==> src/rtl/rtc_irq_pkg.sv <==
package rtc_irq_pkg;

    typedef enum logic [1:0] {
        ST_IDLE    = 2'd0,
        ST_ADVANCE = 2'd1,
        ST_MATCH   = 2'd2
    } seq_state_e;

    typedef struct packed {
        logic [7:0] mon;
        logic [7:0] day;
        logic [7:0] hour;
        logic [7:0] min;
        logic [7:0] sec;
    } bcd_time_t;

    // register addresses
    localparam int A_SEC   = 0;
    localparam int A_MIN   = 1;
    localparam int A_HOUR  = 2;
    localparam int A_DAY   = 3;
    localparam int A_MON   = 4;
    localparam int A_ASEC  = 5;
    localparam int A_AMIN  = 6;
    localparam int A_AHOUR = 7;
    localparam int A_ADAY  = 8;
    localparam int A_AMON  = 9;
    localparam int A_RATE  = 10;
    localparam int A_CTRL  = 11;
    localparam int A_FLAGS = 12;

    localparam int NUM_FIELDS = 5;
    localparam int NUM_SRC    = 3;  // 0 update, 1 alarm, 2 periodic
    localparam int B_SRC_LO   = 4;  // enables and flags share bits 4..6
    localparam int B_MASTER   = 7;
    localparam int B_H24      = 1;
    localparam int B_BIN      = 2;

    localparam logic [7:0] DONT_CARE = 8'hFF;

    // one BCD step: {wrapped, next value}
    function automatic logic [8:0] bcd_step(input logic [7:0] v,
                                            input logic [7:0] last,
                                            input logic [7:0] first);
        if (v == last)
            return {1'b1, first};
        else if (v[3:0] >= 4'd9)
            return {1'b0, v[7:4] + 4'd1, 4'd0};
        else
            return {1'b0, v[7:4], v[3:0] + 4'd1};
    endfunction

endpackage

==> src/rtl/rtc_time_keeper.sv <==
module rtc_time_keeper
    import rtc_irq_pkg::*;
#(
    parameter logic [7:0] DAY_LAST = 8'h31
) (
    input  logic                  clk,
    input  logic                  rst_n,
    input  logic                  adv,
    input  logic [NUM_FIELDS-1:0] wr_field,
    input  logic [7:0]            wdata,
    output bcd_time_t             now
);

    bcd_time_t  nxt;
    logic [8:0] s_st, m_st, h_st, d_st, mo_st;

    always_comb begin
        s_st  = bcd_step(now.sec,  8'h59,    8'h00);
        m_st  = bcd_step(now.min,  8'h59,    8'h00);
        h_st  = bcd_step(now.hour, 8'h23,    8'h00);
        d_st  = bcd_step(now.day,  DAY_LAST, 8'h01);
        mo_st = bcd_step(now.mon,  8'h12,    8'h01);
        nxt     = now;
        nxt.sec = s_st[7:0];
        if (s_st[8]) begin
            nxt.min = m_st[7:0];
            if (m_st[8]) begin
                nxt.hour = h_st[7:0];
                if (h_st[8]) begin
                    nxt.day = d_st[7:0];
                    if (d_st[8])
                        nxt.mon = mo_st[7:0];
                end
            end
        end
    end

    always_ff @(posedge clk) begin
        if (!rst_n) begin
            now.sec  <= 8'h00;
            now.min  <= 8'h00;
            now.hour <= 8'h00;
            now.day  <= 8'h01;
            now.mon  <= 8'h01;
        end else if (|wr_field) begin
            if (wr_field[A_SEC])  now.sec  <= wdata;
            if (wr_field[A_MIN])  now.min  <= wdata;
            if (wr_field[A_HOUR]) now.hour <= wdata;
            if (wr_field[A_DAY])  now.day  <= wdata;
            if (wr_field[A_MON])  now.mon  <= wdata;
        end else if (adv) begin
            now <= nxt;
        end
    end


    sec_range_chk: assert property (@(posedge clk) disable iff (!rst_n)
        (adv && wr_field == '0 && now.sec < 8'h60 && now.sec[3:0] <= 4'd9)
        |=> (now.sec < 8'h60 && now.sec[3:0] <= 4'd9));

endmodule

==> src/rtl/rtc_alarm_cmp.sv <==
module rtc_alarm_cmp
    import rtc_irq_pkg::*;
#(
    parameter bit USE_DAY = 1'b1,
    parameter bit USE_MON = 1'b1
) (
    input  bcd_time_t now,
    input  bcd_time_t alm,
    output logic      hit
);

    logic sec_ok, min_ok, hour_ok, day_ok, mon_ok;

    assign sec_ok  = (alm.sec  == DONT_CARE) || (alm.sec  == now.sec);
    assign min_ok  = (alm.min  == DONT_CARE) || (alm.min  == now.min);
    assign hour_ok = (alm.hour == DONT_CARE) || (alm.hour == now.hour);

    generate
        if (USE_DAY) begin : g_day
            assign day_ok = (alm.day[5:0] == 6'd0) || (alm.day[5:0] == now.day[5:0]);
        end else begin : g_no_day
            assign day_ok = 1'b1;
        end
        if (USE_MON) begin : g_mon
            assign mon_ok = (alm.mon == 8'h00) || (alm.mon == DONT_CARE) ||
                            (alm.mon == now.mon);
        end else begin : g_no_mon
            assign mon_ok = 1'b1;
        end
    endgenerate

    assign hit = sec_ok && min_ok && hour_ok && day_ok && mon_ok;

endmodule

==> src/rtl/rtc_rate_div.sv <==
module rtc_rate_div #(
    parameter int RATE_W = 4
) (
    input  logic              clk,
    input  logic              rst_n,
    input  logic              ref_tick,
    input  logic              restart,
    input  logic [RATE_W-1:0] rate,
    output logic              evt
);

    localparam int CNT_W = (1 << RATE_W) - 2;

    logic [CNT_W-1:0] cnt;
    logic [CNT_W-1:0] mask;

    always_comb begin
        for (int i = 0; i < CNT_W; i++)
            mask[i] = (i < int'(rate) - 1);
    end

    assign evt = ref_tick && (rate != '0) && ((cnt & mask) == mask);

    always_ff @(posedge clk) begin
        if (!rst_n || restart)
            cnt <= '0;
        else if (ref_tick)
            cnt <= cnt + 1'b1;
    end


    restart_phase_chk: assert property (@(posedge clk) disable iff (!rst_n)
        restart |=> !(evt && rate > 1));

endmodule

==> src/rtl/rtc_irq_ctrl.sv <==
module rtc_irq_ctrl
    import rtc_irq_pkg::*;
#(
    parameter int                ADDR_W   = 4,
    parameter int                RATE_W   = 4,
    parameter bit                USE_DAY  = 1'b1,
    parameter bit                USE_MON  = 1'b1,
    parameter logic [7:0]        DAY_LAST = 8'h31,
    parameter logic [RATE_W-1:0] RATE_RST = RATE_W'(6)
) (
    input  logic              clk,
    input  logic              rst_n,
    input  logic              sec_tick,
    input  logic              ref_tick,
    input  logic [ADDR_W-1:0] addr,
    input  logic [7:0]        wdata,
    input  logic              wr_en,
    input  logic              rd_en,
    output logic [7:0]        rdata,
    output logic              irq
);

    localparam int SRC_UPD = 0;
    localparam int SRC_ALM = 1;
    localparam int SRC_PER = 2;

    seq_state_e state, state_nxt;
    logic adv, chk;

    bcd_time_t now, alm;
    logic [RATE_W-1:0]     rate;
    logic [NUM_SRC-1:0]    en, flg, flg_set;
    logic [NUM_FIELDS-1:0] wr_time;
    logic alm_hit, per_evt, rd_flags, rate_wr, master;
    logic [7:0] ctrl_view, flag_view, rd_mux;

    function automatic logic hit_addr(input logic [ADDR_W-1:0] a, input int idx);
        return a == ADDR_W'(idx);
    endfunction

    // ---------------- sequencer ----------------
    always_ff @(posedge clk) begin
        if (!rst_n) state <= ST_IDLE;
        else        state <= state_nxt;
    end

    always_comb begin
        state_nxt = state;
        unique case (state)
            ST_IDLE:    if (sec_tick) state_nxt = ST_ADVANCE;
            ST_ADVANCE: state_nxt = ST_MATCH;
            ST_MATCH:   state_nxt = ST_IDLE;
            default:    state_nxt = ST_IDLE;
        endcase
    end

    always_comb begin
        adv = 1'b0;
        chk = 1'b0;
        unique case (state)
            ST_IDLE:    ;
            ST_ADVANCE: adv = 1'b1;
            ST_MATCH:   chk = 1'b1;
            default:    ;
        endcase
    end

    // ---------------- time and compare ----------------
    generate
        for (genvar i = 0; i < NUM_FIELDS; i++) begin : g_wr
            assign wr_time[i] = wr_en && hit_addr(addr, A_SEC + i);
        end
    endgenerate

    rtc_time_keeper #(.DAY_LAST(DAY_LAST)) u_time (
        .clk      (clk),
        .rst_n    (rst_n),
        .adv      (adv),
        .wr_field (wr_time),
        .wdata    (wdata),
        .now      (now)
    );

    rtc_alarm_cmp #(.USE_DAY(USE_DAY), .USE_MON(USE_MON)) u_cmp (
        .now (now),
        .alm (alm),
        .hit (alm_hit)
    );

    assign rate_wr = wr_en && hit_addr(addr, A_RATE);

    rtc_rate_div #(.RATE_W(RATE_W)) u_div (
        .clk      (clk),
        .rst_n    (rst_n),
        .ref_tick (ref_tick),
        .restart  (rate_wr),
        .rate     (rate),
        .evt      (per_evt)
    );

    // ---------------- host registers ----------------
    always_ff @(posedge clk) begin
        if (!rst_n) begin
            alm  <= '0;
            rate <= RATE_RST;
            en   <= '0;
        end else if (wr_en) begin
            if (hit_addr(addr, A_ASEC))  alm.sec  <= wdata;
            if (hit_addr(addr, A_AMIN))  alm.min  <= wdata;
            if (hit_addr(addr, A_AHOUR)) alm.hour <= wdata;
            if (USE_DAY && hit_addr(addr, A_ADAY)) alm.day <= wdata;
            if (USE_MON && hit_addr(addr, A_AMON)) alm.mon <= wdata;
            if (hit_addr(addr, A_RATE))  rate <= wdata[RATE_W-1:0];
            if (hit_addr(addr, A_CTRL))  en   <= wdata[B_SRC_LO +: NUM_SRC];
        end
    end

    // ---------------- flags ----------------
    always_comb begin
        flg_set          = '0;
        flg_set[SRC_UPD] = chk;
        flg_set[SRC_ALM] = chk && alm_hit;
        flg_set[SRC_PER] = per_evt;
    end

    assign rd_flags = rd_en && hit_addr(addr, A_FLAGS);

    always_ff @(posedge clk) begin
        if (!rst_n)        flg <= '0;
        else if (rd_flags) flg <= flg_set;
        else               flg <= flg | flg_set;
    end

    assign master = |(flg & en);
    assign irq    = master;

    // ---------------- read path ----------------
    always_comb begin
        ctrl_view                       = '0;
        ctrl_view[B_SRC_LO +: NUM_SRC]  = en;
        ctrl_view[B_H24]                = 1'b1;
        ctrl_view[B_BIN]                = 1'b0;
        flag_view                       = '0;
        flag_view[B_SRC_LO +: NUM_SRC]  = flg;
        flag_view[B_MASTER]             = master;
    end

    always_comb begin
        case (addr)
            ADDR_W'(A_SEC):   rd_mux = now.sec;
            ADDR_W'(A_MIN):   rd_mux = now.min;
            ADDR_W'(A_HOUR):  rd_mux = now.hour;
            ADDR_W'(A_DAY):   rd_mux = now.day;
            ADDR_W'(A_MON):   rd_mux = now.mon;
            ADDR_W'(A_ASEC):  rd_mux = alm.sec;
            ADDR_W'(A_AMIN):  rd_mux = alm.min;
            ADDR_W'(A_AHOUR): rd_mux = alm.hour;
            ADDR_W'(A_ADAY):  rd_mux = alm.day;
            ADDR_W'(A_AMON):  rd_mux = alm.mon;
            ADDR_W'(A_RATE):  rd_mux = {{(8-RATE_W){1'b0}}, rate};
            ADDR_W'(A_CTRL):  rd_mux = ctrl_view;
            ADDR_W'(A_FLAGS): rd_mux = flag_view;
            default:          rd_mux = 8'h00;
        endcase
    end

    always_ff @(posedge clk) begin
        if (!rst_n)     rdata <= 8'h00;
        else if (rd_en) rdata <= rd_mux;
    end


    flag_clear_chk: assert property (@(posedge clk) disable iff (!rst_n)
        (rd_flags && flg_set == '0) |=> !irq);


    alarm_source_chk: assert property (@(posedge clk) disable iff (!rst_n)
        $rose(flg[SRC_ALM]) |-> ($past(state) == ST_MATCH && $past(alm_hit)));


    seq_order_chk: assert property (@(posedge clk) disable iff (!rst_n)
        (state == ST_MATCH) |-> ($past(state) == ST_ADVANCE));

endmodule

==> config.mk <==
export PLATFORM = sky130hd
export DESIGN_NAME = rtc_irq_ctrl
export DESIGN_NICKNAME = d
export VERILOG_FILES = /design/src/rtl/rtc_irq_pkg.sv /design/src/rtl/rtc_time_keeper.sv /design/src/rtl/rtc_alarm_cmp.sv /design/src/rtl/rtc_rate_div.sv /design/src/rtl/rtc_irq_ctrl.sv
export SDC_FILE = /design/constraint.sdc
export NUM_CORES = 1
export LEC_CHECK = 0
export ABC_AREA = 1
export BUFFER_PORTS_ARGS = -buffer_cell sky130_fd_sc_hd__buf_2
export CORE_MARGIN = 1.5
export CORE_UTILIZATION = 53
export DETAILED_ROUTE_END_ITERATION = 8
export PLACE_DENSITY_LB_ADDON = 0.12
export RECOVER_POWER = 50
export SKIP_CTS_REPAIR_TIMING = 1
export SLEW_MARGIN = 20
export SYNTH_ARGS = -nofsm -noshare
export SYNTH_HDL_FRONTEND = slang
export SYNTH_SLANG_ARGS = --single-unit
==> constraint.sdc <==
create_clock -name clk -period 2.2 [get_ports clk]
set_input_delay 0.44 -clock clk [delete_from_list [all_inputs] [get_ports clk]]
set_output_delay 0.44 -clock clk [all_outputs]
set_load 0.03 [all_outputs]
==> qor.yml, run 1 <==
routing:
  drcViolationCount: 0
  vias: 7366
  drt-initial-drc-count: 850
  postRouteWirelength_mm: 23.36
  wl_per_cell_um: 18.04
  ant_nets: 0
  via_per_inst: 5.688
  firstDrtPassIters: 7
sta:
  rsz0062_at_grt: "no"
  timing.slew.headroom: 0.4358
  max_freq_mhz: 514.9
  setup_viol: 0
  setup_ws_ns: 0.2579
  finalCritPeriodShare: 0.8828
  timing.final.hold_violations: 0
  min_period_ns: 1.942
  worst_pin_slew_ns: 0.8464
  finalSetupTns_ns: 0
  maxSlewViolCount: 0
  fin_skew_ns: 0.007200
power_and_ir_drop:
  combPwrFrac: 0.091
  seq_power_share: 0.414
  internal-power_uw: 3790
  peakVddDrop_v: 0.0006056
  p_sw_frac: 0.2649
  powerDensity_nw_per_um2: 648.9
  leakage_uw: 0.003151
  clock_power_share: 0.495
  switchingPower_uw: 1365
hold_path:
  hp-class: "primary input to flip-flop"
setup_path:
  crit_chain: "inv_2, ha_1, inv_1, nor3_1, nand3_1, o21ai_1, nand2_1, nor2_2, buf_12, inv_2, nor2_2, nor2_1, nor2_1"
  rr_startpoint: "u_time.now[25]$_SDFFE_PN0P_"
  reg2reg_slack_ns: 0.26
  cp.required_ns: 2.56
  path_max_fanout: 12
  crit_path_end: "u_time.now[38]$_SDFFE_PN0P_"
  crit_type: "flip-flop to flip-flop"
  start_kind: "flip-flop"
  crit_path_start: "u_time.now[25]$_SDFFE_PN0P_"
  slowest_delay_ns: 0.36
  cpMaxStageDelayCell: "dfxtp_1"
  crit_family: "simple AND/OR/NAND/NOR gates"
  crit_arrival_ns: 2.31
  cp-end-kind: "flip-flop"
  r2r_cells: 13
  timing.rr.end: "u_time.now[38]$_SDFFE_PN0P_"
  path_buf_inv: 4
  crit_cells: 13
grt:
  grt_pass1_wl_mm: 37.09
  gr-usage-all-layers: 0.3444
  antenna_found_initial: 0
  grt-ovfl-total: 0
  grt_max_degree: 43
  grt_pass1_vias: 6796
synth:
  postSynthCellCount: 1058
  ys_seq_area_frac: 0.3278
  yosys.area_share.simple: 0.3060
  synth-compound-area-share: 0.1968
  synth_area_leaders: "dfxtp_1 (33%), nand2_1 (12%), a21oi_1 (7.0%)"
  ys_ff_latch: 114
  synthMuxAreaShare: 0
  synth_edf_count: 0
  syn_nets: 1104
  synth_top_family_by_area: "simple AND/OR/NAND/NOR gates"
  synth_area_um2: 6963
  synth_ff_type: "dfxtp_1"
  synthAdderAreaFrac: 0.05031
  synth_top_area_cell: "dfxtp_1"
  synthXorXnorAreaFrac: 0.03145
  yosysUniqueCellTypes: 42
  synth-warning-count: 0
  synth-async-reset-ratio: 0
  synth.avg_cell_area_um2: 6.581
  yosys.area.top_type_share: 0.3278
final_layout:
  final_common_cell: "nand2_1"
  synthToLayoutAreaGrowth_pct: 14.11
  most-common-layout-cells: "nand2_1 (233), inv_1 (125), nor2_1 (116), dfxtp_1 (114), a21oi_1 (98)"
  n_fill_cell: 1297
  diodes: 0
  drive_above_1_share: 0.09172
  final_nets: 1157
placement:
  pre_cts_ws_ns: 0.1275
  io_buffer_count: 26
  dp_hpwl_mm: 17.54
  gp_congestion: 1.068
clocking:
  numClockSinks: 114
  numCtsBuffers: 17
  clk_latency_ns: 0.43
  clock-root-buffer: "clkbuf_16"
  htreeDepth: 4
  cts_buffer_depth: 2
  clkTransAtPathRegs_ns: 0.06
  cts_tree: "built"
die:
  num_io_pins: 27
  die_h_um: 117.6
  core-area_um2: 12720
  die_w_um: 117.6
  die_area_um2: 13830
  rows: 41
  start_util: 0.5473
run:
  maxCapViolations: 0
run_status:
  status: "finished, final reports clean"
==> cell type report <==
cell class | instances | area (um^2) | share of cell area
inverter | 132 | 495.5 | 0.06236
timing repair buffer | 58 | 354.1 | 0.04457
clock buffer | 19 | 442.9 | 0.05575
clock inverter | 12 | 92.59 | 0.01165
tap | 172 | 215.2 | 0.02709
multi-input combinational | 788 | 4063 | 0.5113
sequential | 114 | 2282 | 0.2872
==> state kept, by name, summed over array words and instances (netlist names) <==
register / count
rate: 4
rdata: 8
u_time.now: 40
u_div.cnt: 14
en: 3
state: 2
flg: 3
alm: 40
==> stage by stage <==
step | power, uW | hold WS (ns) | instance area, um^2 | instances | utilization
after floorplan | 2464 | 0.3971 | 6963 | 1058 | -
after global placement | 2631 | 0.4043 | 7458 | 1264 | 0.5863
after detailed placement | 2636 | 0.4069 | 7458 | 1264 | 0.5863
after CTS | 5154 | 0.2357 | 7994 | 1295 | 0.6283
after global routing | 5292 | 0.2693 | 7945 | 1295 | 0.6245
final | 5155 | 0.2447 | 7945 | 1295 | 0.6245
==> kinds of logic (layout without fill, tap and decap cells) <==
kind of cell | count (synthesis) | after routing
flip-flops | 114 | 114
adder cells (fa/ha/maj) | 28 | 28
buffers and inverters | 156 | 221
XOR/XNOR | 25 | 25
AND/OR/NAND/NOR | 486 | 486
AO/OA/AOI/OAI | 249 | 249
==> worst min path at each step <==
stage	slack, ns	cells past startpoint	startpoint	to
2_1_floorplan	0.40	1	state[1]$_SDFFE_PN0P_	state[0]$_SDFFE_PN0P_
3_3_place_gp	0.40	1	state[1]$_SDFFE_PN0P_	state[0]$_SDFFE_PN0P_
3_5_place_dp	0.41	1	state[1]$_SDFFE_PN0P_	state[0]$_SDFFE_PN0P_
4_1_cts	0.24	3	sec_tick	state[0]$_SDFFE_PN0P_
5_1_grt	0.27	3	sec_tick	state[0]$_SDFFE_PN0P_
6_report	0.24	3	sec_tick	state[0]$_SDFFE_PN0P_
==> worst reg2reg max path, stage by stage (launching register included) <==
cell and delay (ns):
dfxtp_1 0.36, inv_2 0.13, ha_1 0.16, inv_1 0.05
nor3_1 0.12, nand3_1 0.21, o21ai_1 0.19, nand2_1 0.07
nor2_2 0.13, buf_12 0.15, inv_2 0.05, nor2_2 0.14
nor2_1 0.06, nor2_1 0.08
==> power groups by stage <==
stage                     sequential [uW]  clock [uW]  combinational, uW
after global placement               2180           0                454
after global routing                 2140        2640                509
after detailed placement             2180           0                459
final                                2130        2550                470
after CTS                            2130        2560                462
after floorplan                      2170           0                292
==> cells in the mapped netlist, types with 2 or more instances <==
master     instances
o22ai_1           36
a31oi_1            7
nand4_1           30
o211ai_1           2
buf_2              2
o21ai_1           10
o2bb2ai_1          2
o31ai_1            4
o21ai_0           81
buf_1              2
nand2_2            8
inv_2              6
dfxtp_1          114
inv_1            126
nor2_2             6
or2_2              4
nor2_4             3
clkbuf_1          16
xor2_1            15
buf_6              2
nor4_1             7
nor2_1           115
nand2_1          231
o21ai_2            2
a21boi_0           2
nand3_1           59
nand2_4            2
buf_4              2
a21oi_1           98
nor3_1            16
ha_1              28
xnor2_1           10
==> per-layer routing <==
metal / track usage / vias to the layer above / part of all wire
met1: 0.4740 / 3301 / 0.44
met5: 0 / - / 0
met2: 0.5040 / 376 / 0.41
met3: 0.08721 / 65 / 0.11
met4: 0.1608 / 0 / 0.042
li1: - / 3624 / -
(Power assumes the default switching activity.)
==> inputs of run 2 (changes only) <==
--- a/config.mk
+++ b/config.mk
@@ -6,7 +6,7 @@
 export NUM_CORES = 1
 export LEC_CHECK = 0
 export ABC_AREA = 1
-export BUFFER_PORTS_ARGS = -buffer_cell sky130_fd_sc_hd__buf_2
+export BUFFER_PORTS_ARGS = -buffer_cell sky130_fd_sc_hd__buf_4
 export CORE_MARGIN = 1.5
 export CORE_UTILIZATION = 53
 export DETAILED_ROUTE_END_ITERATION = 8
==> run 2 against run 1 <==
Critical path depth fell by 3. Routed wire length fell by 0.96%. Worst hold slack improved by 0.012 ns. Clock power rose by 20%. Critical endpoint is now u_time.now[39]$_SDFFE_PN0P_. Largest cell class unchanged.
==> qor.yml, run 2 (synthesis gave the netlist of run 1 again) <==
run_status:
  status: "finished, final reports clean"
final_layout:
  final_core_util: 0.6325
  final_nets: 1152
  synthToLayoutAreaGrowth_pct: 15.56
  diodes: 0
  top_regs: "alm (40), u_time.now (40), u_div.cnt (14)"
  drive_above_1_share: 0.09294
  final_common_cell: "nand2_1"
  most-common-layout-cells: "nand2_1 (232), inv_1 (126), nor2_1 (116), dfxtp_1 (114), a21oi_1 (98)"
  n_fill_cell: 1260
routing:
  drcViolationCount: 0
  vias: 7520
  wl_per_cell_um: 17.92
  top_layer: "met4"
  ant_nets: 0
  drt-initial-drc-count: 1051
  firstDrtPassIters: 6
  wl_met2_mm: 9.776
  met3WireLength_mm: 2.453
  postRouteWirelength_mm: 23.14
  wl_met1_mm: 10.02
  via_per_inst: 5.825
sta:
  setup_viol: 0
  finalSetupTns_ns: 0
  fin_skew_ns: 0.004572
  timing.slew.headroom: 0.3593
  maxSlewViolCount: 0
  finalCritPeriodShare: 0.8691
  worst_pin_slew_ns: 0.9611
  min_period_ns: 1.912
  max_freq_mhz: 523.0
  rsz0062_at_grt: "no"
  hold-worst-slack_ns: 0.2566
  timing.final.hold_violations: 0
setup_path:
  path_max_fanout: 9
  crit_chain: "ha_1, nand3_1, nor2_1, nand3b_2, nand2_1, nor2_4, inv_2, nor2_2, nor2_1, nor2_1"
  r2r_cells: 10
  slowest_delay_ns: 0.44
  cp.required_ns: 2.56
  cp-end-kind: "flip-flop"
  crit_top_cell: "nor2_1"
  crit_arrival_ns: 2.28
  crit_type: "flip-flop to flip-flop"
  cpMaxStageDelayCell: "dfxtp_1"
  start_kind: "flip-flop"
clocking:
  clkTransAtPathRegs_ns: 0.06
  htreeDepth: 4
  cts_buffer_depth: 2
  clock-root-buffer: "clkbuf_16"
  cts_tree: "built"
  clk_latency_ns: 0.43
  numCtsBuffers: 17
  numClockSinks: 114
grt:
  grt_pass1_vias: 6876
  gr-usage-all-layers: 0.3441
  grt-ovfl-total: 0
  grt_pass1_wl_mm: 37.20
  antenna_found_initial: 0
  grt_max_degree: 50
die:
  rows: 41
  die_h_um: 117.6
  start_util: 0.5473
  core-area_um2: 12720
  num_io_pins: 27
  die_w_um: 117.6
  die_area_um2: 13830
power_and_ir_drop:
  peakVddDrop_v: 0.0005690
  leakage_uw: 0.003204
  powerDensity_nw_per_um2: 702.4
  total_power_uw: 5652
placement:
  io_buffer_count: 26
  gp_congestion: 1.028
  dp_hpwl_mm: 17.04
hold_path:
  hold-path-cell-count: 3
  hp-class: "primary input to flip-flop"
run:
  maxCapViolations: 0
## run 2: changes by cell type in the layout (fill, tap and decap cells not counted), sizes merged
cell | before | now
bufinv | 1 | 5
clkinv | 9 | 5
clkbuf | 39 | 37
clkinvlp | 3 | 1
buf | 38 | 37
inv | 131 | 132
## run 2: per-stage QoR
stage | instances | setup WS [ns] | instance area (um^2)
after global placement | 1259 | 0.1304 | 7461
after CTS | 1291 | 0.1905 | 8104
after floorplan | 1058 | 0.5955 | 6963
final | 1291 | 0.2880 | 8046
after detailed placement | 1259 | 0.05218 | 7461
after global routing | 1291 | 0.04767 | 8046
## run 2: report_power, final
part           internal, uW  switching [uW]
clock                  2060             993
combinational           136             333
sequential             2100            32.0
## run 2: worst paths after layout
path                                from                     endpoint  slack, ns
max          u_time.now[16]$_SDFFE_PN0P_  u_time.now[39]$_SDFFE_PN0P_       0.29
min                             sec_tick        state[0]$_SDFFE_PN0P_       0.26
min reg2reg        state[1]$_SDFFE_PN0P_        state[0]$_SDFFE_PN0P_       0.43
max reg2reg  u_time.now[16]$_SDFFE_PN0P_  u_time.now[39]$_SDFFE_PN0P_       0.29
## run 2: worst max-delay path: cells and delay by family, from the launching register on
family,cells,cell delay [ns]
buf+inv,1,0.08
simple gates,8,1.09
fa+ha+maj,1,0.24
flops,1,0.44
## run 2: metal layers
| layer | vias to the layer above | global-route usage |
|---|---|---|
| li1 | 3615 | - |
| met3 | 58 | 0.07946 |
| met4 | 0 | 0.1585 |
| met2 | 383 | 0.5121 |
| met1 | 3464 | 0.4726 |
| met5 | - | 0 |
## run 2: area by class of cell
| class | instances | area [um^2] | share of cell area |
|---|---|---|---|
| Timing Repair Buffer | 53 | 340.3 | 0.04230 |
| Inverter | 132 | 495.5 | 0.06158 |
| Clock inverter | 11 | 182.7 | 0.02270 |
| Tap cell | 172 | 215.2 | 0.02675 |
| Sequential cell | 114 | 2282 | 0.2836 |
| Multi-Input combinational cell | 788 | 4070 | 0.5058 |
| Clock buffer | 21 | 460.4 | 0.05722 |
